`src/rtl/tws_pkg.sv`:
```
package tws_pkg;

    localparam int FRAME_LEN = 11;
    localparam int IDX_W     = $clog2(FRAME_LEN);
    localparam int LAST_IDX  = FRAME_LEN - 1;
    localparam int PAR_IDX   = FRAME_LEN - 2;

    typedef enum logic [1:0] {
        M_IDLE = 2'd0,
        M_RX   = 2'd1,
        M_TX   = 2'd2
    } mode_e;

    typedef enum logic [1:0] {
        FAULT_NONE    = 2'd0,
        FAULT_TIMEOUT = 2'd1,
        FAULT_FRAMING = 2'd2,
        FAULT_PARITY  = 2'd3
    } fault_e;

    // Host clock events, already synchronised and in logical polarity.
    typedef struct packed {
        logic rise;
        logic fall;
    } clk_evt_t;

    function automatic logic even_par(input logic [7:0] d);
        return ^d;
    endfunction

    // Line value for frame position idx: start, data (LSB first), parity, stop.
    function automatic logic frame_bit(input logic [7:0] d, input logic [IDX_W-1:0] idx);
        logic [IDX_W-1:0] k;
        k = idx - 1'b1;
        if (idx == '0)
            return 1'b0;
        else if (idx == IDX_W'(PAR_IDX))
            return even_par(d);
        else if (idx >= IDX_W'(LAST_IDX))
            return 1'b1;
        else
            return d[k[2:0]];
    endfunction

endpackage

```
`src/rtl/tws_line_sync.sv`:
```
module tws_line_sync
    import tws_pkg::*;
#(
    parameter bit INVERT = 1'b0,
    parameter int STAGES = 2
) (
    input  logic     clk,
    input  logic     rst,
    input  logic     sck_pin,
    input  logic     sda_pin,
    output clk_evt_t evt,
    output logic     sda_lvl
);

    logic              sck_l;
    logic              sda_l;
    logic [STAGES-1:0] sck_q;
    logic [STAGES-1:0] sda_q;
    logic              sck_prev;

    generate
        if (INVERT) begin : g_inv
            assign sck_l = ~sck_pin;
            assign sda_l = ~sda_pin;
        end else begin : g_pass
            assign sck_l = sck_pin;
            assign sda_l = sda_pin;
        end
    endgenerate

    always_ff @(posedge clk) begin
        if (rst) begin
            sck_q    <= '0;
            sda_q    <= '1;
            sck_prev <= 1'b0;
        end else begin
            sck_q    <= {sck_q[STAGES-2:0], sck_l};
            sda_q    <= {sda_q[STAGES-2:0], sda_l};
            sck_prev <= sck_q[STAGES-1];
        end
    end

    assign evt.rise = sck_q[STAGES-1] & ~sck_prev;
    assign evt.fall = ~sck_q[STAGES-1] & sck_prev;
    assign sda_lvl  = sda_q[STAGES-1];

endmodule

```
`src/rtl/tws_watchdog.sv`:
```
module tws_watchdog #(
    parameter int LIMIT = 256
) (
    input  logic clk,
    input  logic rst,
    input  logic arm,
    input  logic kick,
    output logic expired
);

    localparam int CW = $clog2(LIMIT + 1);

    logic [CW-1:0] cnt;

    assign expired = arm && !kick && (cnt == CW'(LIMIT - 1));

    always_ff @(posedge clk) begin
        if (rst || !arm || kick)
            cnt <= '0;
        else if (!expired)
            cnt <= cnt + 1'b1;
    end

endmodule

```
`src/rtl/tws_frame_engine.sv`:
```
module tws_frame_engine
    import tws_pkg::*;
#(
    parameter logic [7:0] ACK_CODE = 8'h06,
    parameter logic [7:0] NAK_CODE = 8'h15
) (
    input  logic       clk,
    input  logic       rst,
    input  clk_evt_t   evt,
    input  logic       sda_lvl,
    input  logic       timeout,
    input  logic       rx_req,
    input  logic       tx_req,
    input  logic       ack_req,
    input  logic       nak_req,
    input  logic [7:0] tx_byte,
    output logic       busy,
    output logic       tx_active,
    output logic       drive,
    output logic       done,
    output logic       err,
    output fault_e     err_kind,
    output logic [7:0] rx_data
);

    mode_e            mode;
    logic [IDX_W-1:0] idx;
    logic [7:0]       shreg;
    logic [7:0]       txd;
    logic             fin;
    fault_e           fin_kind;

    assign busy      = (mode != M_IDLE);
    assign tx_active = (mode == M_TX);

    // End-of-transfer decision for this cycle.
    always_comb begin
        fin      = 1'b0;
        fin_kind = FAULT_NONE;
        if (mode != M_IDLE && timeout) begin
            fin      = 1'b1;
            fin_kind = FAULT_TIMEOUT;
        end else if (mode == M_RX && evt.fall) begin
            if (idx == '0 && sda_lvl) begin
                fin      = 1'b1;
                fin_kind = FAULT_FRAMING;
            end else if (idx == IDX_W'(PAR_IDX) && (sda_lvl != even_par(shreg))) begin
                fin      = 1'b1;
                fin_kind = FAULT_PARITY;
            end else if (idx == IDX_W'(LAST_IDX)) begin
                fin      = 1'b1;
                fin_kind = sda_lvl ? FAULT_NONE : FAULT_FRAMING;
            end
        end else if (mode == M_TX && evt.fall && idx == IDX_W'(LAST_IDX)) begin
            fin = 1'b1;
        end
    end

    always_ff @(posedge clk) begin
        if (rst) begin
            mode     <= M_IDLE;
            idx      <= '0;
            shreg    <= '0;
            txd      <= '0;
            drive    <= 1'b1;
            done     <= 1'b0;
            err      <= 1'b0;
            err_kind <= FAULT_NONE;
            rx_data  <= '0;
        end else begin
            done <= 1'b0;
            if (fin) begin
                mode     <= M_IDLE;
                done     <= 1'b1;
                err      <= (fin_kind != FAULT_NONE);
                err_kind <= fin_kind;
                drive    <= 1'b1;
                if (mode == M_RX && fin_kind == FAULT_NONE)
                    rx_data <= shreg;
            end else begin
                unique case (mode)
                    M_IDLE: begin
                        idx   <= '0;
                        drive <= 1'b1;
                        if (rx_req) begin
                            mode     <= M_RX;
                            err      <= 1'b0;
                            err_kind <= FAULT_NONE;
                        end else if (tx_req || ack_req || nak_req) begin
                            mode     <= M_TX;
                            err      <= 1'b0;
                            err_kind <= FAULT_NONE;
                            txd      <= tx_req ? tx_byte : (ack_req ? ACK_CODE : NAK_CODE);
                        end
                    end
                    M_RX: begin
                        if (evt.fall) begin
                            if (idx != '0 && idx < IDX_W'(PAR_IDX))
                                shreg <= {sda_lvl, shreg[7:1]};
                            idx <= idx + 1'b1;
                        end
                    end
                    M_TX: begin
                        if (evt.rise)
                            drive <= frame_bit(txd, idx);
                        if (evt.fall)
                            idx <= idx + 1'b1;
                    end
                    default: mode <= M_IDLE;
                endcase
            end
        end
    end

endmodule

```
`src/rtl/tws_slave.sv`:
```
module tws_slave
    import tws_pkg::*;
#(
    parameter bit         INVERT      = 1'b0,
    parameter int         TIMEOUT_CYC = 256,
    parameter int         SYNC_STAGES = 2,
    parameter logic [7:0] ACK_CODE    = 8'h06,
    parameter logic [7:0] NAK_CODE    = 8'h15
) (
    input  logic       clk,
    input  logic       rst,
    input  logic       sck_pin,
    input  logic       sda_in,
    output logic       sda_out,
    input  logic       rx_req,
    input  logic       tx_req,
    input  logic       ack_req,
    input  logic       nak_req,
    input  logic [7:0] tx_byte,
    output logic       busy,
    output logic       done,
    output logic       err,
    output logic [1:0] err_kind,
    output logic [7:0] rx_data
);

    clk_evt_t evt;
    logic     sda_lvl;
    logic     timeout;
    logic     drive;
    logic     tx_active;
    logic     sck_rise;
    fault_e   kind;

    tws_line_sync #(
        .INVERT (INVERT),
        .STAGES (SYNC_STAGES)
    ) u_sync (
        .clk     (clk),
        .rst     (rst),
        .sck_pin (sck_pin),
        .sda_pin (sda_in),
        .evt     (evt),
        .sda_lvl (sda_lvl)
    );

    tws_watchdog #(
        .LIMIT (TIMEOUT_CYC)
    ) u_wdog (
        .clk     (clk),
        .rst     (rst),
        .arm     (busy),
        .kick    (evt.rise | evt.fall),
        .expired (timeout)
    );

    tws_frame_engine #(
        .ACK_CODE (ACK_CODE),
        .NAK_CODE (NAK_CODE)
    ) u_eng (
        .clk       (clk),
        .rst       (rst),
        .evt       (evt),
        .sda_lvl   (sda_lvl),
        .timeout   (timeout),
        .rx_req    (rx_req),
        .tx_req    (tx_req),
        .ack_req   (ack_req),
        .nak_req   (nak_req),
        .tx_byte   (tx_byte),
        .busy      (busy),
        .tx_active (tx_active),
        .drive     (drive),
        .done      (done),
        .err       (err),
        .err_kind  (kind),
        .rx_data   (rx_data)
    );

    assign err_kind = kind;
    assign sck_rise = evt.rise;

    generate
        if (INVERT) begin : g_out_inv
            assign sda_out = ~drive;
        end else begin : g_out_pass
            assign sda_out = drive;
        end
    endgenerate

endmodule

```
`config.mk`:
```
export PLATFORM = sky130hd
export DESIGN_NAME = tws_slave
export DESIGN_NICKNAME = d
export VERILOG_FILES = /design/src/rtl/tws_pkg.sv /design/src/rtl/tws_line_sync.sv /design/src/rtl/tws_watchdog.sv /design/src/rtl/tws_frame_engine.sv /design/src/rtl/tws_slave.sv
export SDC_FILE = /design/constraint.sdc
export NUM_CORES = 1
export LEC_CHECK = 0
export BUFFER_PORTS_ARGS = -buffer_cell sky130_fd_sc_hd__buf_2
export CAP_MARGIN = 20
export CORE_ASPECT_RATIO = 0.5
export CORE_MARGIN = 2
export CORE_UTILIZATION = 55
export CTS_CLUSTER_SIZE = 14
export DETAILED_ROUTE_END_ITERATION = 7
export PLACE_DENSITY = 0.76
export SYNTH_ARGS = -nofsm -noshare
export SYNTH_HDL_FRONTEND = slang
export SYNTH_HIERARCHICAL = 1
export SYNTH_SLANG_ARGS = --single-unit
export TNS_END_PERCENT = 1
```
`constraint.sdc`:
```
create_clock -name clk -period 3.3 [get_ports clk]
set_input_delay 0.165 -clock clk [delete_from_list [all_inputs] [get_ports clk]]
set_output_delay 0.165 -clock clk [all_outputs]
set_load 0.02 [all_outputs]
```
* After elaboration in Yosys (flattened, before gate mapping)
Cells that the tools add are included.
W data, S select, Z words.
** Storage, ports and cells
- Input port bits :: 16
- Register bits after elaboration :: 49
- Output and inout port bits :: 14
** Operators by class
- Reductions and logical operators :: 37
- Muxes and demuxes :: 35
- Eq/ne operators :: 9
- Bitwise operators :: 8
- $add $sub $neg :: 3
- Magnitude comparators :: 3
** Operator list (number)
- $mux W2 :: 12
- $mux W1 :: 16
- $reduce_xor A8 Y1 :: 2
- $logic_and A1 B1 Y1 :: 10
- $reduce_bool A2 Y1 :: 5
- $add A9 B1 Y9 const B :: 1
- $eq A9 B8 Y1 const B :: 1
- $eq A4 B4 Y1 const B :: 2
- $mux W8 :: 1
- $pmux W4 S2 :: 1
- $reduce_and A2 Y1 :: 4
- $reduce_and A4 Y1 :: 2
- $mux W5 :: 1
- $not A1 Y1 :: 5
- $add A4 B1 Y4 const B :: 1
- $ge A4 B4 Y1 const B :: 1
- $logic_not A2 Y1 :: 2
- $logic_not A4 Y1 :: 1
- $logic_or A1 B1 Y1 :: 4
- $lt A3 B4 Y1 const B :: 1
- $lt A4 B4 Y1 const B :: 1
- $mux W4 :: 1
- $ne A2 B1 Y1 const B :: 2
- $pmux W2 S2 :: 1
- 14 further kinds :: 17

* Longest topological paths before layout
- Depth in word-level cells :: 11
- Mapped depth :: 15
- Mapped depth without buffers :: 13

* Modules after synthesis
The synthesis kept the hierarchy.
** Modules (own cells, without submodules)
- tws_frame_engine :: cells an instance 231, times used 1, area each 2015.7 µm²
- tws_watchdog :: cells an instance 49, times used 1, area each 445.4 µm²
- tws_line_sync :: cells an instance 12, times used 1, area each 151.4 µm²
- tws_slave :: cells an instance 1, times used 1, area each 6.3 µm²

* Worst setup path after synthesis
Ideal clock, no wire load.
- Path type :: flip-flop to flip-flop
- From :: reg u_wdog.cnt[0]
- To :: reg u_eng.idx[2]
- Setup slack :: 754 ps
- Required time :: 3166 ps
- Stages on the path, launching flop included :: 15
- Data arrival time :: 2412 ps
- Clock period less this slack :: 2546 ps
- Cell sequence :: dfxtp_1 ha_1 and2_1 nand2_1 nor2_1 ha_1 nand3b_2 inv_2 buf_6 nor2b_1 a41oi_1 nor2b_1 a21bo_2 o311ai_1 o41ai_2
** Between the ends
- Longest elaborated chain between the ends :: 6
** Ends and longest elaborated chain
- from (decl) :: RTL line tws_watchdog.sv:13 : logic [CW-1:0] cnt;
- from (signal assigned) :: RTL line tws_watchdog.sv:21 : cnt <= cnt + 1'b1;
- $eq A9 B8 Y1 :: RTL line tws_watchdog.sv:15 : assign expired = arm && !kick && (cnt == CW'(LIMIT - 1));
- $logic_and A1 B1 Y1 :: RTL line tws_watchdog.sv:15
- via timeout :: RTL line tws_slave.sv:29 : logic timeout;
- $logic_and A1 B1 Y1 :: RTL line tws_frame_engine.sv:40 : if (mode != M_IDLE && timeout) begin
- $mux W1 :: RTL line tws_frame_engine.sv:40
- $not A1 Y1 (no source line)
- $reduce_and A3 Y1 (no source line)
- to (signal assigned) :: RTL line tws_frame_engine.sv:100 : idx <= idx + 1'b1;
- to (signal assigned) :: RTL line tws_frame_engine.sv:107 : idx <= idx + 1'b1;
- to (decl) :: RTL line tws_frame_engine.sv:27 : logic [IDX_W-1:0] idx;
The timed path passes the listed nets, and every way through them passes these cells.
A chain may end at the register's enable or synchronous reset.

* Worst setup path in the final report
- From :: reg u_wdog.cnt[0]
- To :: reg u_eng.shreg[0]
** Between the ends
- Longest elaborated chain between the ends :: 6
** Ends and longest elaborated chain
- $eq A9 B8 Y1 :: RTL line tws_watchdog.sv:15
- $logic_and A1 B1 Y1 :: RTL line tws_watchdog.sv:15
- via timeout :: RTL line tws_slave.sv:29
- $logic_and A1 B1 Y1 :: RTL line tws_frame_engine.sv:40
- $mux W1 :: RTL line tws_frame_engine.sv:40
- $not A1 Y1 (no source line)
- $reduce_and A4 Y1 (no source line)
- to (signal assigned) :: RTL line tws_frame_engine.sv:99 : shreg <= {sda_lvl, shreg[7:1]};
- to (decl) :: RTL line tws_frame_engine.sv:28 : logic [7:0] shreg;
The timed path passes the listed nets, and every way through them passes these cells.

==> metrics.md <==
| Metric | Value |
|---|---|
| Met2 Use GR | 37.9% |
| GR Util met3 | 5.07% |
| Worst path arrival time | approximately 3.1 ns |
| Initial antenna violation count | 0 |
| Die width | 102 um |
| Max Freq | roughly 350 MHz |
| Hold-fix buffers, CTS | 0 |
| Final Hold Viols | 0 |
| Slowest-stage cell, CP | dfxtp_1 |
| Worst-margin pin slew | 0.702 ns |
| Initial DRC count | 91 |
| CP Data Required Time | 3.53 ns |
| CP Launch Point | u_wdog/cnt[0] |
| Placed cells | 375 |
| Post-synth EDFFs | 0 |
| Core area | approximately 4500 um^2 |
| Row cnt | 17 |
| Syn avg cell area | about 8.9 um^2 |
| Layout area overhead | 10.4% |
| Vias in the first global route | 2084 |
| Post-CTS Setup Bufs | 0 |
| Clock root buffer | clkbuf_8 |
| Clk Latency, worst-skew pair | 0.30 ns |
| Status | finished, final reports clean |
| Max IR drop VDD | about 0.00037 V |
| Setup TNS | 0 ns |
| Pwr Density | 552 nW/um^2 |
| Antenna Diode Count | 0 |
| Worst min-delay path startpoint | sda_in |
| Routed via count | 2229 |
| Sequential-to-total area share from yosys stat | a little under two fifths |
| Final Skew | 0.0110 ns |
| Yosys reg bits | around 50 |
| Clk slew on worst S/H paths | about 0.09 ns |
| Final Cell Area | 2890 um^2 |
| Total die area | between 5000 and 6000 um^2 |
| Syn_nets | 320 |
| WS Path Type | flip-flop to flip-flop |
| CP top delay family | simple AND/OR/NAND/NOR gates |
| Placed cell areas | 2780 um^2 |
| Max_cap viols | 0 |
| M1 GR Usage | 30.2% |
| Port bufs | 29 |
| Final net count | 343 |
| Post-Syn Area | around 2600 um^2 |
| Critical path capture point type | flip-flop |
| IO Pins | 30 |
| WL/cell | 14.5 um |
| Routed vias/inst | 5.82 |
| Layout cells sized above 1 | 17.0% |
| GRT Util Overall | 22.9% |
| Origin of the critical flop-to-flop path | u_wdog/cnt[0] |
| Critical path peak fanout | 12 |
| CTS resizes | 0 |
| CP startpoint kind | flip-flop |
| Hold crit path type | input port to flip-flop |
| RSZ-0062 raised after global routing | no |
| Detailed Routing Iterations Pass 1 | 4 |
| Yosys warns | 6 |
| H-tree levels | 2 |
| GR Overflow Total | 0 |
| Period utilization | a little under 90% |
| Routed wire length | 5.56 mm |
| Worst path max stage delay | ~0.34 ns |
| LEAKAGE | about 0.0011 uW |
| Die height | 52.8 um |
| Mapped Cells | 293 |
| GP Congestion | 0.883 |
| Largest net degree at the start of global routing | 43 |
| Final setup fails | 0 |
| Crit path buf inv count | 2 |
| DR DRC count | 0 |
| TritonCTS clock tree | done |
| Post-route ant nets | 0 |
| Finished Layout Cells | 383 |
| Busiest layer in global routing | met2 |
| CTS Buf Count | 5 |
| Initial Util | 58.3% |
| Ys flop type | dfxtp_1 |
| Reg2Reg Depth | 14 |
| TritonCTS Sinks | approximately 50 |
| Clock buffer depth | 2 |
| Yosys cell types | a little under 60 |
| Tmin final | ~2.9 ns |
| Final Max Slew Viols | 0 |
| Hold depth | 2 |
| Slew margin rel. | 53.2% |
| CP cell instances | ha_1, and2_1, nand2_1, nor2_1, ha_1, nand3b_2, inv_2, nor2b_1, a41oi_1, nor2b_1, a21boi_2, buf_4, nand3_1, a21oi_1 |
| Global-route wire length before repair | around 9.5 mm |
| Critical path depth in cells | 14 |
| Post-synthesis async set-or-reset flop share | 0% |
| Detailed placer's ending HPWL | just over 4 mm |
where the power goes:
group          switching [uW]  internal, uW
sequential               49.3           635
clock                     201           228
combinational             286           197
total                     536          1060
layout make-up:
cell class | instances | area (um^2)
fill | 376 | 1600
multi-input combinational | 216 | 1510
timing repair buffer | 30 | 153
inverter | 14 | 52.6
tap | 66 | 82.6
clock inverter | 2 | 38.8
sequential | 49 | 981
clock buffer | 6 | 72.6
kinds of logic (layout without fill, tap and decap cells):
family	after synthesis	in the layout	synth area share (%)
AO/OA/AOI/OAI	81	81	20.5
XOR/XNOR	17	17	6.31
adder cells (fa/ha/maj)	11	11	5.26
buffers and inverters	28	52	4.83
flip-flops	49	49	37.5
multiplexers	12	12	5.54
AND/OR/NAND/NOR	95	95	20.1
cells in the mapped netlist (2+ instances only):
| master | number | share of area, % |
|---|---|---|
| o31ai_1 | 6 | 1.7 |
| nor2b_1 | 7 | 1.7 |
| nor2_1 | 7 | 1.0 |
| o41ai_2 | 2 | 1.2 |
| and3_1 | 3 | 0.72 |
| nor3_1 | 6 | 1.1 |
| mux4_2 | 2 | 1.7 |
| nand2b_1 | 6 | 1.4 |
| inv_1 | 13 | 1.9 |
| and2_1 | 3 | 0.72 |
| or4_1 | 4 | 1.1 |
| xnor2_1 | 14 | 4.7 |
| clkbuf_1 | 8 | 1.1 |
| xor2_1 | 2 | 0.67 |
| a211oi_1 | 3 | 0.86 |
| nand4_1 | 9 | 2.1 |
| o21a_1 | 2 | 0.57 |
| nand2_1 | 20 | 2.9 |
| ha_1 | 11 | 5.3 |
| dfxtp_1 | 49 | 37 |
| nand3_1 | 15 | 2.9 |
| o21ai_1 | 12 | 2.3 |
| mux2i_1 | 10 | 3.8 |
| or2_1 | 3 | 0.72 |
| buf_2 | 2 | 0.38 |
| a21o_1 | 2 | 0.57 |
| or3_1 | 2 | 0.48 |
| a2111oi_0 | 2 | 0.67 |
| a21oi_1 | 29 | 5.5 |
| a311oi_1 | 2 | 0.67 |
| and2b_2 | 3 | 1.0 |
| o21ai_0 | 6 | 1.1 |
| buf_6 | 2 | 0.86 |
state kept, by name, indices dropped and copies added, names as in the netlist, 4 cells and up:
name	flops
u_eng/idx	4
u_wdog/cnt	9
u_eng/shreg	8
u_eng/rx_data	8
u_eng/txd	8
worst paths after layout:
| check | end | slack, ns |
|---|---|---|
| max reg2reg | u_eng/shreg[0] | 0.45 |
| min reg2reg | u_sync/sda_q[1] | 0.42 |
| max | u_eng/shreg[0] | 0.45 |
| min | u_sync/sda_q[0] | 0.04 |
layout by cell type, fill, tap and decap left out, drive strengths merged, types with 2 or more instances in the layout:
| master | n |
|---|---|
| dfxtp | 49 |
| buf | 30 |
| a21oi | 30 |
| nand2 | 20 |
| o21ai | 18 |
| nand3 | 15 |
| xnor2 | 14 |
| inv | 14 |
| ha | 11 |
| mux2i | 10 |
| nand4 | 9 |
| nor2 | 8 |
| nor2b | 7 |
| nor3 | 6 |
| o31ai | 6 |
| nand2b | 6 |
| clkbuf | 6 |
| or4 | 4 |
| a211oi | 4 |
| or2 | 3 |
| and2 | 3 |
| and3 | 3 |
| and2b | 3 |
| a21o | 2 |
| or3 | 2 |
| a2111oi | 2 |
| a311oi | 2 |
| xor2 | 2 |
| mux4 | 2 |
| o41ai | 2 |
| o21a | 2 |
| nand3b | 2 |
metrics by stage:
step	total power [uW]	setup slack (ns)	hold WS, ns	utilization [%]
after floorplan	1060	0.754	0.262	-
after global placement	1160	0.645	0.352	61.9
after detailed placement	1170	0.520	0.351	61.9
after CTS	1600	0.480	0.0373	64.4
after global routing	1690	0.269	0.0286	64.4
final	1600	0.447	0.0389	64.4
routing by layer:
layer  share of wire (%)  up-vias
met5                   0        -
met4                0.76        0
met3                 4.9        5
met2                  44       54
met1                  50     1057
li1                    -     1113
(Power assumes the default switching activity.)
